File: config.mk
export PLATFORM = sky130hd
export DESIGN_NAME = dma_xfer_engine
export DESIGN_NICKNAME = d
export VERILOG_FILES = /design/src/rtl/dma_eng_pkg.sv /design/src/rtl/dma_ctrl_decode.sv /design/src/rtl/dma_addr_gen.sv /design/src/rtl/dma_item_counter.sv /design/src/rtl/dma_xfer_engine.sv
export SDC_FILE = /design/constraint.sdc
export NUM_CORES = 1
export LEC_CHECK = 0
export BUFFER_PORTS_ARGS = -buffer_cell sky130_fd_sc_hd__buf_2
export CORE_ASPECT_RATIO = 2
export CORE_UTILIZATION = 40
export CTS_CLUSTER_SIZE = 28
export DETAILED_ROUTE_END_ITERATION = 8
export MAX_ROUTING_LAYER = met4
export SLEW_MARGIN = 0
export SYNTH_ARGS = -nofsm -noshare
export SYNTH_HDL_FRONTEND = slang
export SYNTH_SLANG_ARGS = --single-unit
File: constraint.sdc
create_clock -name clk -period 13.2 [get_ports clk]
set_clock_uncertainty 0.05 [all_clocks]
set_input_delay 3.96 -clock clk [delete_from_list [all_inputs] [get_ports clk]]
set_output_delay 3.96 -clock clk [all_outputs]
set_load 0.1 [all_outputs]
File: src/rtl/dma_eng_pkg.sv
package dma_eng_pkg;

    localparam int CTRL_W     = 32;
    localparam int CNT_W      = 10;
    localparam int REM_W      = CNT_W + 1;
    localparam int ARB_MAX    = 10;

    localparam int DINC_LO    = 30;
    localparam int SINC_LO    = 26;
    localparam int SIZE_LO    = 24;
    localparam int ARB_LO     = 14;
    localparam int CNT_LO     = 4;
    localparam int NXB_BIT    = 3;
    localparam int MODE_LO    = 0;

    localparam logic [2:0] MODE_STOP  = 3'd0;
    localparam logic [2:0] MODE_BASIC = 3'd1;
    localparam logic [2:0] MODE_AUTO  = 3'd2;
    localparam logic [1:0] STEP_FIXED = 2'd3;

    typedef enum logic [2:0] {
        ST_IDLE,
        ST_WAIT,
        ST_READ,
        ST_WRITE,
        ST_YIELD,
        ST_FINISH
    } eng_state_e;

    typedef struct packed {
        logic [1:0]       dst_step;
        logic [1:0]       src_step;
        logic [1:0]       size;
        logic [3:0]       arb;
        logic [CNT_W-1:0] cnt_m1;
        logic             next_burst;
        logic [2:0]       mode;
    } xfer_fields_t;

endpackage

File: src/rtl/dma_ctrl_decode.sv
module dma_ctrl_decode
    import dma_eng_pkg::*;
(
    input  logic [CTRL_W-1:0] ctrl_word,
    output xfer_fields_t      fields,
    output logic              cfg_bad,
    output logic              runnable
);

    logic unused_mirror;
    logic src_bad, dst_bad, mode_bad;

    assign unused_mirror = ^{ctrl_word[29:28], ctrl_word[23:18]};

    assign fields.dst_step   = ctrl_word[DINC_LO +: 2];
    assign fields.src_step   = ctrl_word[SINC_LO +: 2];
    assign fields.size       = ctrl_word[SIZE_LO +: 2];
    assign fields.arb        = ctrl_word[ARB_LO +: 4];
    assign fields.cnt_m1     = ctrl_word[CNT_LO +: CNT_W];
    assign fields.next_burst = ctrl_word[NXB_BIT];
    assign fields.mode       = ctrl_word[MODE_LO +: 3];

    assign src_bad  = (fields.src_step != STEP_FIXED) && (fields.src_step < fields.size);
    assign dst_bad  = (fields.dst_step != STEP_FIXED) && (fields.dst_step < fields.size);
    assign mode_bad = (fields.mode != MODE_STOP) && (fields.mode != MODE_BASIC)
                   && (fields.mode != MODE_AUTO);
    assign runnable = (fields.mode == MODE_BASIC) || (fields.mode == MODE_AUTO);
    assign cfg_bad  = (fields.size == 2'd3) || src_bad || dst_bad || mode_bad
                   || (int'(fields.arb) > ARB_MAX);

endmodule

File: src/rtl/dma_addr_gen.sv
module dma_addr_gen
    import dma_eng_pkg::*;
#(
    parameter int ADDR_W = 32
) (
    input  logic [ADDR_W-1:0] end_ptr,
    input  logic [REM_W-1:0]  items_left,
    input  logic [1:0]        step,
    output logic [ADDR_W-1:0] addr
);

    logic [ADDR_W-1:0] back_items;
    logic [ADDR_W-1:0] back_bytes;

    always_comb begin
        back_items = ADDR_W'(items_left) - ADDR_W'(1);
        back_bytes = back_items << step;
        if (step == STEP_FIXED) begin
            addr = end_ptr;
        end else begin
            addr = end_ptr - back_bytes;
        end
    end

endmodule

File: src/rtl/dma_item_counter.sv
module dma_item_counter
    import dma_eng_pkg::*;
(
    input  logic             clk,
    input  logic             rst_n,
    input  logic             load,
    input  logic [REM_W-1:0] load_val,
    input  logic             dec,
    input  logic             grp_clr,
    input  logic [3:0]       arb,
    output logic [REM_W-1:0] items_left,
    output logic             is_last,
    output logic             grp_full
);

    logic [REM_W-1:0] grp_cnt;
    logic [REM_W-1:0] grp_size;

    assign grp_size = REM_W'(1) << arb;
    assign grp_full = (grp_cnt + REM_W'(1)) == grp_size;
    assign is_last  = items_left == REM_W'(1);

    always_ff @(posedge clk or negedge rst_n) begin
        if (!rst_n) begin
            items_left <= '0;
            grp_cnt    <= '0;
        end else begin
            if (load) begin
                items_left <= load_val;
            end else if (dec) begin
                items_left <= items_left - REM_W'(1);
            end
            if (load || grp_clr) begin
                grp_cnt <= '0;
            end else if (dec) begin
                grp_cnt <= grp_cnt + REM_W'(1);
            end
        end
    end

endmodule

File: src/rtl/dma_xfer_engine.sv
module dma_xfer_engine
    import dma_eng_pkg::*;
#(
    parameter int ADDR_W = 32,
    parameter int DATA_W = 32
) (
    input  logic              clk,
    input  logic              rst_n,
    input  logic              start_i,
    input  logic [CTRL_W-1:0] ctrl_i,
    input  logic [ADDR_W-1:0] src_end_i,
    input  logic [ADDR_W-1:0] dst_end_i,
    input  logic              req_i,
    input  logic              burst_req_i,
    output logic              rd_en_o,
    output logic [ADDR_W-1:0] rd_addr_o,
    input  logic [DATA_W-1:0] rd_data_i,
    output logic              wr_en_o,
    output logic [ADDR_W-1:0] wr_addr_o,
    output logic [DATA_W-1:0] wr_data_o,
    output logic [1:0]        size_o,
    output logic              yield_o,
    output logic              done_o,
    output logic [2:0]        mode_o,
    output logic [REM_W-1:0]  remaining_o,
    output logic              cfg_err_o,
    output logic              wb_valid_o,
    output logic [CTRL_W-1:0] wb_ctrl_o
);

    eng_state_e        state_q, state_d;
    logic [ADDR_W-1:0] src_end_q, dst_end_q;
    logic [CTRL_W-1:0] ctrl_q, dec_word;
    xfer_fields_t      fld;
    logic              cfg_bad, runnable, accept, trigger, is_basic;
    logic              is_last, grp_full, cfg_err_q;
    logic [REM_W-1:0]  items_left;

    // In idle the incoming word is decoded for acceptance; afterwards the held copy.
    assign dec_word = (state_q == ST_IDLE) ? ctrl_i : ctrl_q;

    dma_ctrl_decode u_decode (
        .ctrl_word (dec_word),
        .fields    (fld),
        .cfg_bad   (cfg_bad),
        .runnable  (runnable)
    );

    assign accept   = (state_q == ST_IDLE) && start_i && runnable && !cfg_bad;
    assign trigger  = burst_req_i || (req_i && !fld.next_burst);
    assign is_basic = fld.mode == MODE_BASIC;

    dma_item_counter u_count (
        .clk        (clk),
        .rst_n      (rst_n),
        .load       (accept),
        .load_val   (REM_W'(fld.cnt_m1) + REM_W'(1)),
        .dec        (state_q == ST_WRITE),
        .grp_clr    ((state_q == ST_WAIT) || (state_q == ST_YIELD)),
        .arb        (fld.arb),
        .items_left (items_left),
        .is_last    (is_last),
        .grp_full   (grp_full)
    );

    dma_addr_gen #(.ADDR_W(ADDR_W)) u_src_addr (
        .end_ptr    (src_end_q),
        .items_left (items_left),
        .step       (fld.src_step),
        .addr       (rd_addr_o)
    );

    dma_addr_gen #(.ADDR_W(ADDR_W)) u_dst_addr (
        .end_ptr    (dst_end_q),
        .items_left (items_left),
        .step       (fld.dst_step),
        .addr       (wr_addr_o)
    );

    // State register
    always_ff @(posedge clk or negedge rst_n) begin
        if (!rst_n) begin
            state_q <= ST_IDLE;
        end else begin
            state_q <= state_d;
        end
    end

    // Transfer descriptor capture and rejection flag
    always_ff @(posedge clk or negedge rst_n) begin
        if (!rst_n) begin
            src_end_q <= '0;
            dst_end_q <= '0;
            ctrl_q    <= '0;
            cfg_err_q <= 1'b0;
        end else begin
            cfg_err_q <= (state_q == ST_IDLE) && start_i && cfg_bad;
            if (accept) begin
                src_end_q <= src_end_i;
                dst_end_q <= dst_end_i;
                ctrl_q    <= ctrl_i;
            end
        end
    end

    // Next-state logic
    always_comb begin
        state_d = state_q;
        unique case (state_q)
            ST_IDLE:   if (accept) state_d = ST_WAIT;
            ST_WAIT:   if (trigger) state_d = ST_READ;
            ST_READ:   state_d = ST_WRITE;
            ST_WRITE: begin
                if (is_last) begin
                    state_d = ST_FINISH;
                end else if (grp_full) begin
                    state_d = ST_YIELD;
                end else if (is_basic && !trigger) begin
                    state_d = ST_WAIT;
                end else begin
                    state_d = ST_READ;
                end
            end
            ST_YIELD:  state_d = is_basic ? ST_WAIT : ST_READ;
            ST_FINISH: state_d = ST_IDLE;
            default:   state_d = ST_IDLE;
        endcase
    end

    // Outputs
    always_comb begin
        rd_en_o    = 1'b0;
        wr_en_o    = 1'b0;
        yield_o    = 1'b0;
        done_o     = 1'b0;
        wb_valid_o = 1'b0;
        mode_o     = fld.mode;
        unique case (state_q)
            ST_IDLE:   mode_o = MODE_STOP;
            ST_WAIT:   ;
            ST_READ:   rd_en_o = 1'b1;
            ST_WRITE:  wr_en_o = 1'b1;
            ST_YIELD:  yield_o = 1'b1;
            ST_FINISH: begin
                done_o     = 1'b1;
                wb_valid_o = 1'b1;
                mode_o     = MODE_STOP;
            end
            default:   mode_o = MODE_STOP;
        endcase
        wb_ctrl_o                    = ctrl_q;
        wb_ctrl_o[CNT_LO +: CNT_W]   = '0;
        wb_ctrl_o[MODE_LO +: 3]      = MODE_STOP;
    end

    assign wr_data_o   = rd_data_i;
    assign size_o      = fld.size;
    assign remaining_o = items_left;
    assign cfg_err_o   = cfg_err_q;

endmodule

==> After elaboration in Yosys (flattened, before gate mapping) <==
Cells that the tools add are included.
{ "word_totals": {"regBits": 122, "inputBits": 133, "output_inout_bits": 150, "wordCells": 83} }
{ "classes": {"addsub": 6, "n_lt_le_gt_ge": 3, "eq_ne": 18, "shift": 3, "mux": 19, "n_reduce_logical": 27} }
{ "ops": {"columns": ["op", "n"], "rows": [
  ["two-way mux 32 bit", 3],
  ["<< shifter 32 x 2 -> 32 bit", 2],
  ["subtractor 32 bit", 2],
  ["two-way mux 11 bit", 4],
  ["two-way mux 3 bit", 5],
  ["one-hot mux 3 bit (5 select lines)", 1],
  ["subtractor 11 x 1 -> 12 bit, second input constant", 1],
  ["adder 10 x 1 -> 11 bit, second input constant", 1],
  ["adder 11 x 1 -> 11 bit, second input constant", 1],
  ["equality test 11 x 1 -> 1 bit, second input constant", 1],
  ["equality test 11 bit", 1],
  ["<< shifter 1 x 4 -> 11 bit, first input constant", 1],
  ["subtractor 11 x 1 -> 11 bit, second input constant", 1],
  ["logical AND 1 bit", 10],
  ["equality test 3 x 2 -> 1 bit, second input constant", 3],
  ["logical OR 1 bit", 8],
  ["equality test 2 bit, second input constant", 3],
  ["equality test 3 x 1 -> 1 bit, second input constant", 2],
  ["equality test 3 bit, second input constant", 2],
  ["!= test 2 bit, second input constant", 3],
  ["greater-than comparator 4 bit, second input constant", 1],
  ["less-than comparator 2 bit", 2],
  ["two-way mux 1 bit", 4],
  ["two-way mux 2 bit", 2],
  ["other kinds (9)", 12]
]} }

==> Longest topological paths before layout <==
Gate-level depths: netlist of the first run.
{ "depth": {"ltp_word": 12, "mapped_depth": 18, "mapped_depth_nobuf": 18} }

==> Modules after synthesis <==
A second synthesis of the first run with hierarchy kept.
{ "hier_totals": {"hier_cells": 1518, "area_unflattened_um2": 12515.8} }
{ "by_module_without_submodules": {"columns": ["mod", "n_inst", "cells_each", "area_per_inst_um2", "seq_area_each_um2"], "rows": [
  ["dma_addr_gen", 2, 424, 2773.9, 0.0],
  ["dma_xfer_engine", 1, 439, 5068.6, 2502.4],
  ["dma_item_counter", 1, 192, 1609.0, 550.5],
  ["dma_ctrl_decode", 1, 39, 290.3, 0.0]
]} }

==> Least setup slack after synthesis of the first run <==
OpenSTA, ideal clock, no wires.
{ "synth_path": {"kind": "input-to-output", "from": "input port ctrl_i[27]", "to": "output port rd_addr_o[30]", "arrival_ps": 9285, "required_time_ps": 9190, "setup_slack_ps": -95, "stages": 16, "n_path_buf": 2, "path_cell_list": "or4b_1 and2_1 clkbuf_1 inv_1 clkbuf_1 mux2i_1 ha_1 or4_1 o2111a_1 o21ai_1 a31oi_1 a41oi_1 a21oi_1 a21oi_1 xor2_1 o21ai_0"} }
{ "synth_between": {"elab_chain_len": 4, "word_cells_on_any_way": 5, "classes_between": "add/sub: 1; eq/ne: 1; shift: 1; mux: 2"} }
{ "synth_rtl": {"columns": ["item", "line_no", "source"], "rows": [
  ["from (decl)", "dma_xfer_engine.sv:10", "input logic [CTRL_W-1:0] ctrl_i,"],
  ["two-way mux 32 bit (*)", "dma_xfer_engine.sv:40", "assign dec_word = (state_q == ST_IDLE) ? ctrl_i : ctrl_q;"],
  ["<< shifter 32 x 2 -> 32 bit", "dma_addr_gen.sv:17", "back_bytes = back_items << step;"],
  ["subtractor 32 bit", "dma_addr_gen.sv:21", "addr = end_ptr - back_bytes;"],
  ["two-way mux 32 bit (*)", "dma_addr_gen.sv:18", "if (step == STEP_FIXED) begin"],
  ["to (decl)", "dma_xfer_engine.sv:16", "output logic [ADDR_W-1:0] rd_addr_o,"]
]} }
Mark *: on every way between the ends. The rest lies on a longest branch, timed or not.

==> Worst setup path in the final report of the first run <==
{ "layout_path": {"from": "input port ctrl_i[30]", "to": "output port wr_addr_o[29]"} }
{ "layout_between": {"elab_chain_len": 4, "word_cells_on_any_way": 5, "classes_between": "add/sub: 1; eq/ne: 1; shift: 1; mux: 2"} }
{ "layout_rtl": {"columns": ["item", "line_no", "source"], "rows": [
  ["two-way mux 32 bit (*)", "dma_xfer_engine.sv:40", null],
  ["<< shifter 32 x 2 -> 32 bit", "dma_addr_gen.sv:17", null],
  ["subtractor 32 bit", "dma_addr_gen.sv:21", null],
  ["two-way mux 32 bit (*)", "dma_addr_gen.sv:18", null],
  ["to (decl)", "dma_xfer_engine.sv:19", "output logic [ADDR_W-1:0] wr_addr_o,"]
]} }
Marks and branches as above.

==> results.json, run 1 <==
{
  "tightestPinTransition_ps": 1060,
  "whs_path_depth": 1,
  "via_per_inst": 5.54,
  "holdWs_ps": 438,
  "clkLatencyLatePin_ps": 440,
  "io-pin-count": 283,
  "rows": 85,
  "routabilityCongestion": 0.945,
  "hp-start": "ctrl_q[7]",
  "cp-end-kind": "output pin",
  "holdPathEnd": "ctrl_q[7]",
  "area_delta_synth_final_pct": 13.3,
  "drv_cap": 0,
  "grt_pass1_vias": 9610,
  "layout_commonest_cell": "buf_2",
  "clk_pin_slew_ps": 60,
  "antenna_found_initial": 0,
  "cts_tree": "done",
  "gr-total-overflow": 0,
  "grt_pass1_wl_mm": 49.6,
  "cts.sinks": 122,
  "start_kind": "input port",
  "dr.first_iter.drc_count": 331,
  "reg2reg_depth": 12,
  "startpoint": "ctrl_i[30]",
  "syn_inst": 1247,
  "slew_viol_final": 0,
  "r2r-end": "u_count.items_left[6]",
  "final_cell_mix": "buf_2 (204), dfrtp_1 (122), nand2_1 (109)",
  "worst_ep_arrival_time_ps": 8350,
  "final.setup.tns_ps": 0,
  "cts_resized": 0,
  "fin_crit_sh_pct": 93.6,
  "drc": 0,
  "finalHoldViolCount": 0,
  "drtAntennaViolNets": 0,
  "grt_max_degree": 71,
  "async_reset_ff_share_pct": 100,
  "n_antenna_cell": 0,
  "path_class": "in -> out",
  "cp_common_cell": "mux2i_1",
  "regToRegSetupSlack_ps": 8520,
  "fin_nets": 1579,
  "die-area_um2": 28100,
  "ys_ff_latch": 122,
  "cp_max_fo": 11,
  "placedCellCount": 1705,
  "slowest_stage": "o311ai_0",
  "core_area_um2": 26900,
  "dr.pass1.iters": 6,
  "yosys_warnings": 0,
  "io_buffers": 205,
  "synth_edf_count": 0,
  "initial_core_util_pct": 40.7,
  "synth_ff_type": "dfrtp_1",
  "crit_chain": "buf_2, or4b_1, nand2_1, mux2i_1, mux2i_1, ha_1, a21o_1, a21oi_1, a21boi_0, o311ai_0, nor3b_1, nor3_1, a221oi_1, mux2i_1, nand2_1, buf_2",
  "wl_mm": 31.5,
  "fillers": 2666,
  "drive_gt1_share_pct": 19.7,
  "ctsHoldBuffers": 0,
  "r2r_start": "state_q[2]",
  "routed-via-count": 9615,
  "post-route-min-period_ps": 12360,
  "clock-root-buffer": "clkbuf_16",
  "outcome": "complete, no violations",
  "setup_viol_count_final": 0,
  "cpPeakStageDelay_ps": 540,
  "rsz0062_at_grt": "no",
  "netlist_area_um2": 10900,
  "ys_types": 73,
  "wl_per_cell_um": 18.1,
  "cts_setup_buffers": 0,
  "layoutNonFillerInstCount": 1737,
  "grt_usage_pct": 23.4,
  "min_path_type": "reg -> reg",
  "relSlewSlack_pct": 29.1,
  "die_h_um": 236,
  "htree_levels": 4,
  "cts_buffers": 17,
  "required_ps": 9190,
  "ys_seq_area_share_pct": 27.9,
  "fmax_ghz": 0.0809,
  "ctsLongestPathBuffers": 2,
  "dpl.hpwl_mm": 24.4,
  "die_w_um": 119,
  "avgSynthCellArea_um2": 8.78
}
-- area by class of cell --
class / instances / area, um2 / area share, %
inverter: 32 / 120 / 0.969
multi-input combinational: 989 / 7050 / 56.9
clock inverter: 13 / 193 / 1.55
clock buffer: 19 / 443 / 3.57
timing repair buffer: 214 / 1100 / 8.84
sequential: 122 / 3050 / 24.6
tap: 348 / 435 / 3.51
-- cells in the mapped netlist (4+ instances only) --
master	count	area, um2
a211oi_1	10	75.1
a21o_1	31	233
a21oi_1	103	515
a221oi_1	4	35.0
a31oi_1	10	62.6
and2_1	12	75.1
and3_1	9	56.3
buf_2	5	25.0
buf_4	67	503
buf_6	11	124
clkbuf_1	31	116
dfrtp_1	122	3050
ha_1	68	851
inv_1	30	113
mux2_1	93	1050
mux2_2	6	67.6
mux2i_1	51	510
nand2_1	109	409
nand2b_1	16	100
nand3_1	26	130
nand4_1	10	62.6
nor2_1	89	334
nor2b_1	8	50.1
nor3_1	27	135
nor3b_1	5	37.5
nor4_1	6	37.5
o2111ai_1	4	35.0
o211ai_1	6	45.0
o21a_1	10	75.1
o21ai_0	67	335
o21ai_1	17	85.1
o21bai_1	5	37.5
o221ai_1	7	61.3
o31a_1	4	35.0
o31ai_1	16	120
or2_2	6	37.5
or3_1	9	56.3
or4b_1	6	60.1
xnor2_1	42	368
xor2_1	33	289
-- per-stage QoR --
step                      instance area [um2]  util (%)  worst slack, ps
after global routing                    12400      46.1              489
final                                   12400      46.1              840
after global placement                  11800      43.7              902
after CTS                               12400      46.1              833
after detailed placement                11800      43.7              876
after floorplan                         11000         -             12.8
-- flip-flops by register name, indices dropped and copies added (netlist names) --
signal / cells
ctrl_q: 32
dst_end_q: 32
src_end_q: 32
u_count.grp_cnt: 11
u_count.items_left: 11
state_q: 3
cfg_err_o: 1
-- worst max-delay path: cells and delay by family --
family	cells	cell delay (ps)
AOI/OAI and AO/OA	5	1410
adders and majority gates	1	360
buffers and inverters	2	510
muxes	3	550
and+or+nand+nor	5	1540
-- metal layers --
metal | global-route usage, % | part of all wire, % | vias up
met5 | - | 0 | -
met4 | 13.5 | 5.1 | 0
met3 | 3.36 | 3.4 | 98
met2 | 43.4 | 55 | 242
met1 | 22.7 | 36 | 4558
li1 | - | - | 4717
-- logic make-up (layout without fill, tap and decap cells) --
kind of cell | Yosys count | in the layout | share of synthesized area [%]
compound gates | 325 | 325 | 18.7
other cells | 1 | 13 | 0.0343
flops | 122 | 122 | 27.9
simple gates | 353 | 353 | 15.7
mux | 152 | 152 | 15.1
buf+inv | 148 | 278 | 8.19
fa+ha+maj | 70 | 70 | 8.14
xor+xnor | 76 | 76 | 6.21
-- worst max path at each step --
stage,to
final,wr_addr_o[29]
after global routing,wr_addr_o[29]
after CTS,wr_addr_o[29]
after detailed placement,wr_addr_o[31]
after global placement,wr_addr_o[31]
after floorplan,wr_addr_o[27]
Power of run 1 is left out: the tool's default activity adds up to more than one toggle a clock period on the data nets, which glitch-free logic cannot reach.
==> inputs of run 2 (changes only) <==
--- a/config.mk
+++ b/config.mk
@@ -5,6 +5,7 @@
 export SDC_FILE = /design/constraint.sdc
 export NUM_CORES = 1
 export LEC_CHECK = 0
+export ABC_AREA = 0
 export BUFFER_PORTS_ARGS = -buffer_cell sky130_fd_sc_hd__buf_2
 export CORE_ASPECT_RATIO = 2
 export CORE_UTILIZATION = 40
==> constraint.sdc (replaced) <==
create_clock -name clk -period 13.2 [get_ports clk]
set_clock_uncertainty 0.05 [all_clocks]
set_input_delay 1.98 -clock clk [delete_from_list [all_inputs] [get_ports clk]]
set_output_delay 1.98 -clock clk [all_outputs]
set_load 0.1 [all_outputs]
==> results.json, run 2 (synthesis gave the netlist of run 1 again) <==
{
  "clkLatencyLatePin_ps": 440,
  "tightestPinTransition_ps": 1060,
  "setup_viol_count_final": 0,
  "regToRegSetupSlack_ps": 8610,
  "reg_top3": "ctrl_q: 32 flops, dst_end_q: 32 flops, src_end_q: 32 flops",
  "gr-total-overflow": 0,
  "ctsLongestPathBuffers": 2,
  "antenna_found_initial": 2,
  "hp-start": "ctrl_q[20]",
  "cts_resized": 0,
  "worst_ep_arrival_time_ps": 6490,
  "final.setup.tns_ps": 0,
  "rows": 85,
  "initial_core_util_pct": 40.7,
  "wl_per_cell_um": 18.2,
  "via_per_inst": 5.55,
  "final_cell_mix": "buf_2 (204), dfrtp_1 (122), nand2_1 (109)",
  "outcome": "complete, no violations",
  "worst_slack_ps": 4680,
  "area_delta_synth_final_pct": 13.0,
  "required_ps": 11170,
  "start_kind": "input port",
  "cts.sinks": 122,
  "die_w_um": 119,
  "die_h_um": 236,
  "wl_mm": 31.6,
  "rsz0062_at_grt": "no",
  "clock-root-buffer": "clkbuf_16",
  "fin_crit_sh_pct": 64.6,
  "cp-end-kind": "output pin",
  "dpl.hpwl_mm": 24.3,
  "die-area_um2": 28100,
  "drtAntennaViolNets": 0,
  "routed-via-count": 9635,
  "grt_max_degree": 67,
  "htree_levels": 4,
  "drv_cap": 0,
  "cts_buffers": 17,
  "path_class": "in -> out",
  "cp_max_fo": 15,
  "drive_gt1_share_pct": 19.4,
  "io_buffers": 205,
  "io-pin-count": 283,
  "fin_nets": 1577,
  "grt_pass1_vias": 9764,
  "clk_pin_slew_ps": 50,
  "ctsHoldBuffers": 0,
  "slew_viol_final": 0,
  "dr.pass1.iters": 5,
  "relSlewSlack_pct": 29.1,
  "layout_commonest_cell": "buf_2",
  "cts_setup_buffers": 0,
  "fmax_ghz": 0.117,
  "min_path_type": "reg -> reg",
  "cts_tree": "done",
  "grt_usage_pct": 23.6,
  "dr.first_iter.drc_count": 414,
  "dp_slack_ps": 4760,
  "drc": 0,
  "r2r_start": "state_q[2]",
  "post-route-min-period_ps": 8520,
  "finalHoldViolCount": 0,
  "core_area_um2": 26900,
  "routabilityCongestion": 0.927,
  "startpoint": "ctrl_i[30]",
  "grt_pass1_wl_mm": 50.0
}
## run 2: routing by layer
layer	share of wire [%]	vias up	global-route usage [%]
met3	3.4	102	3.58
met4	5.4	0	15.3
met1	36	4602	22.5
met2	55	230	43.5
li1	-	4701	-
met5	0	-	-
## run 2: final timing paths
check / endpoint / cells after the start
max reg2reg: u_count.items_left[2] / 12
min in group asynchronous: src_end_q[19] / 1
min reg2reg: ctrl_q[20] / 1
max: wr_addr_o[29] / 16
max in group asynchronous: ctrl_q[7] / 2
min: ctrl_q[20] / 1
## run 2: through the flow
| stage | utilization, % | instances | hold slack, ps | cell area [um2] |
|---|---|---|---|---|
| 2_1_floorplan | - | 1259 | 400 | 11000 |
| 5_1_grt | 45.9 | 1737 | 455 | 12400 |
| 6_report | 45.9 | 1737 | 430 | 12400 |
| 3_3_place_gp | 43.6 | 1703 | 417 | 11700 |
| 3_5_place_dp | 43.6 | 1703 | 425 | 11700 |
| 4_1_cts | 45.9 | 1735 | 438 | 12400 |
## run 2: layout make-up
| class | instances | area, um2 |
|---|---|---|
| fill | 2686 | 14500 |
| multi-input combinational | 989 | 7040 |
| sequential | 122 | 3050 |
| timing repair buffer | 212 | 1080 |
| tap | 348 | 435 |
| clock buffer | 19 | 433 |
| clock inverter | 13 | 190 |
| inverter | 32 | 120 |
| antenna | 2 | 5.00 |
## run 2: worst max-delay path: stages
cell and delay, ps:
buf_2 100, or4b_1 480, nand2_1 490, mux2i_1 290
mux2i_1 140, ha_1 370, a21o_1 180, a21oi_1 180
a21boi_0 180, o311ai_0 520, nor3b_1 500, nor3_1 110
a221oi_1 320, mux2i_1 120, nand2_1 70, buf_2 420
Power of run 2 is left out for the same reason.
==> inputs of run 3 (changes only) <==
--- a/config.mk
+++ b/config.mk
@@ -12,6 +12,7 @@
 export CTS_CLUSTER_SIZE = 28
 export DETAILED_ROUTE_END_ITERATION = 8
 export MAX_ROUTING_LAYER = met4
+export PLACE_DENSITY = 0.66
 export SLEW_MARGIN = 0
 export SYNTH_ARGS = -nofsm -noshare
 export SYNTH_HDL_FRONTEND = slang
==> constraint.sdc (replaced) <==
create_clock -name clk -period 6.8 [get_ports clk]
set_clock_uncertainty 0.05 [all_clocks]
set_input_delay 1.02 -clock clk [delete_from_list [all_inputs] [get_ports clk]]
set_output_delay 1.02 -clock clk [all_outputs]
set_load 0.1 [all_outputs]
==> results.json, run 3 (synthesis gave the netlist of run 1 again) <==
{
  "final.setup.tns_ps": 0,
  "htree_levels": 4,
  "r2r-end": "u_count.items_left[8]",
  "slew_viol_final": 0,
  "startpoint": "u_count.items_left[0]",
  "io-pin-count": 283,
  "finalHoldViolCount": 0,
  "via_per_inst": 5.61,
  "outcome": "complete, no violations",
  "routabilityCongestion": 0.960,
  "area_delta_synth_final_pct": 14.3,
  "grt_pass1_vias": 9861,
  "clock-root-buffer": "clkbuf_16",
  "reg2reg_depth": 12,
  "die-area_um2": 28100,
  "place_area_um2": 11800,
  "cts_buffers": 17,
  "io_buffers": 205,
  "dr.pass1.iters": 5,
  "tightestPinTransition_ps": 1060,
  "worst_ep_arrival_time_ps": 5400,
  "holdWs_ps": 435,
  "drv_cap": 0,
  "final_cell_mix": "buf_2 (199), dfrtp_1 (120), nand2_1 (109)",
  "wl_per_cell_um": 18.5,
  "fin_nets": 1585,
  "dr.first_iter.drc_count": 376,
  "die_w_um": 119,
  "grt_pass1_wl_mm": 51.1,
  "fmax_ghz": 0.155,
  "drc": 0,
  "cts_tree": "done",
  "ctsLongestPathBuffers": 2,
  "grt_usage_pct": 24.2,
  "reg_top3": "ctrl_q: 32 flops, dst_end_q: 32 flops, src_end_q: 32 flops",
  "clkLatencyLatePin_ps": 440,
  "routed-via-count": 9784,
  "layout_commonest_cell": "buf_2",
  "die_h_um": 236,
  "core_area_um2": 26900,
  "wl_mm": 32.3,
  "relSlewSlack_pct": 29.3,
  "drive_gt1_share_pct": 21.1,
  "fin_crit_sh_pct": 95.1,
  "hp-start": "ctrl_q[19]",
  "required_ps": 5730,
  "path_class": "reg -> out",
  "grt_max_degree": 72,
  "rows": 85,
  "gr-total-overflow": 0,
  "drtAntennaViolNets": 0,
  "setup_viol_count_final": 0,
  "antenna_found_initial": 1,
  "cp-end-kind": "output pin",
  "start_kind": "flop",
  "cp-endpoint": "rd_addr_o[27]",
  "finalInstanceArea_um2": 12500,
  "r2r_start": "state_q[1]",
  "dpl.hpwl_mm": 25.2,
  "cp_max_fo": 8,
  "cts.sinks": 122,
  "post-route-min-period_ps": 6470,
  "clk_pin_slew_ps": 60,
  "regToRegSetupSlack_ps": 2220,
  "min_path_type": "reg -> reg",
  "initial_core_util_pct": 40.7,
  "fillers": 2652
}
-- run 3: changes by cell type in the layout (fill, tap and decap cells not counted), sizes merged --
cell and change:
clkinv +1, bufinv -2, diode -1, clkinvlp +1
buf +4, inv -2, clkbuf +5
-- run 3: layout make-up --
class	count	area, um2	share of cell area (%)
clock buffers	20	457	3.65
clock inverters	11	121	0.971
repair buffers	220	1170	9.33
multi-input cells	989	7140	57.1
well taps	348	435	3.48
inverters	32	123	0.981
diodes	1	2.50	0.0200
flip-flops and latches	122	3060	24.4
-- run 3: layer usage --
metal | GRT usage [%] | up-vias | share of wire, %
li1 | - | 4721 | -
met1 | 22.4 | 4720 | 35
met2 | 45.4 | 243 | 56
met3 | 4.57 | 100 | 3.5
met4 | 14.0 | 0 | 5.3
met5 | - | - | 0
-- run 3: worst min-delay path by stage --
stage / to / slack [ps] / cells past startpoint
final: ctrl_q[19] / 440 / 1
after global routing: ctrl_q[23] / 460 / 1
after CTS: ctrl_q[19] / 440 / 1
after detailed placement: ctrl_q[19] / 430 / 1
after global placement: ctrl_q[4] / 410 / 2
after floorplan: ctrl_q[4] / 400 / 2
-- run 3: critical path: stages (launching register included) --
cell      delay (ps)
dfrtp_2          430
clkinv_1         270
ha_1             360
nand2_1          220
nor3_2            80
xnor2_1          560
mux2i_1          270
mux2i_1          230
ha_1             320
a211oi_1         350
o21ba_2          210
nand3_1           60
a21o_1           240
a31o_2           280
or3_1            320
a31oi_1          200
xor2_1           100
o21ai_2          110
clkbuf_4         330
-- run 3: metrics by stage --
step | setup WS [ps] | util (%) | std cells
CTS | 73.1 | 46.2 | 1739
global route | -6.40 | 46.5 | 1743
global placement | 547 | 44.0 | 1708
detailed placement | 484 | 44.0 | 1708
floorplan | 20.8 | - | 1259
finish | 332 | 46.5 | 1743
-- run 3: repair_timing --
| item | CTS | global route |
|---|---|---|
| endpoints found under the hold margin | 0 | 0 |
| hold buffers | 0 | 0 |
| resized for setup | 0 | 16 |
| setup endpoints to repair | 0 | 19 |
| buffers inserted | 0 | 3 |
Power of run 3 is left out for the same reason.
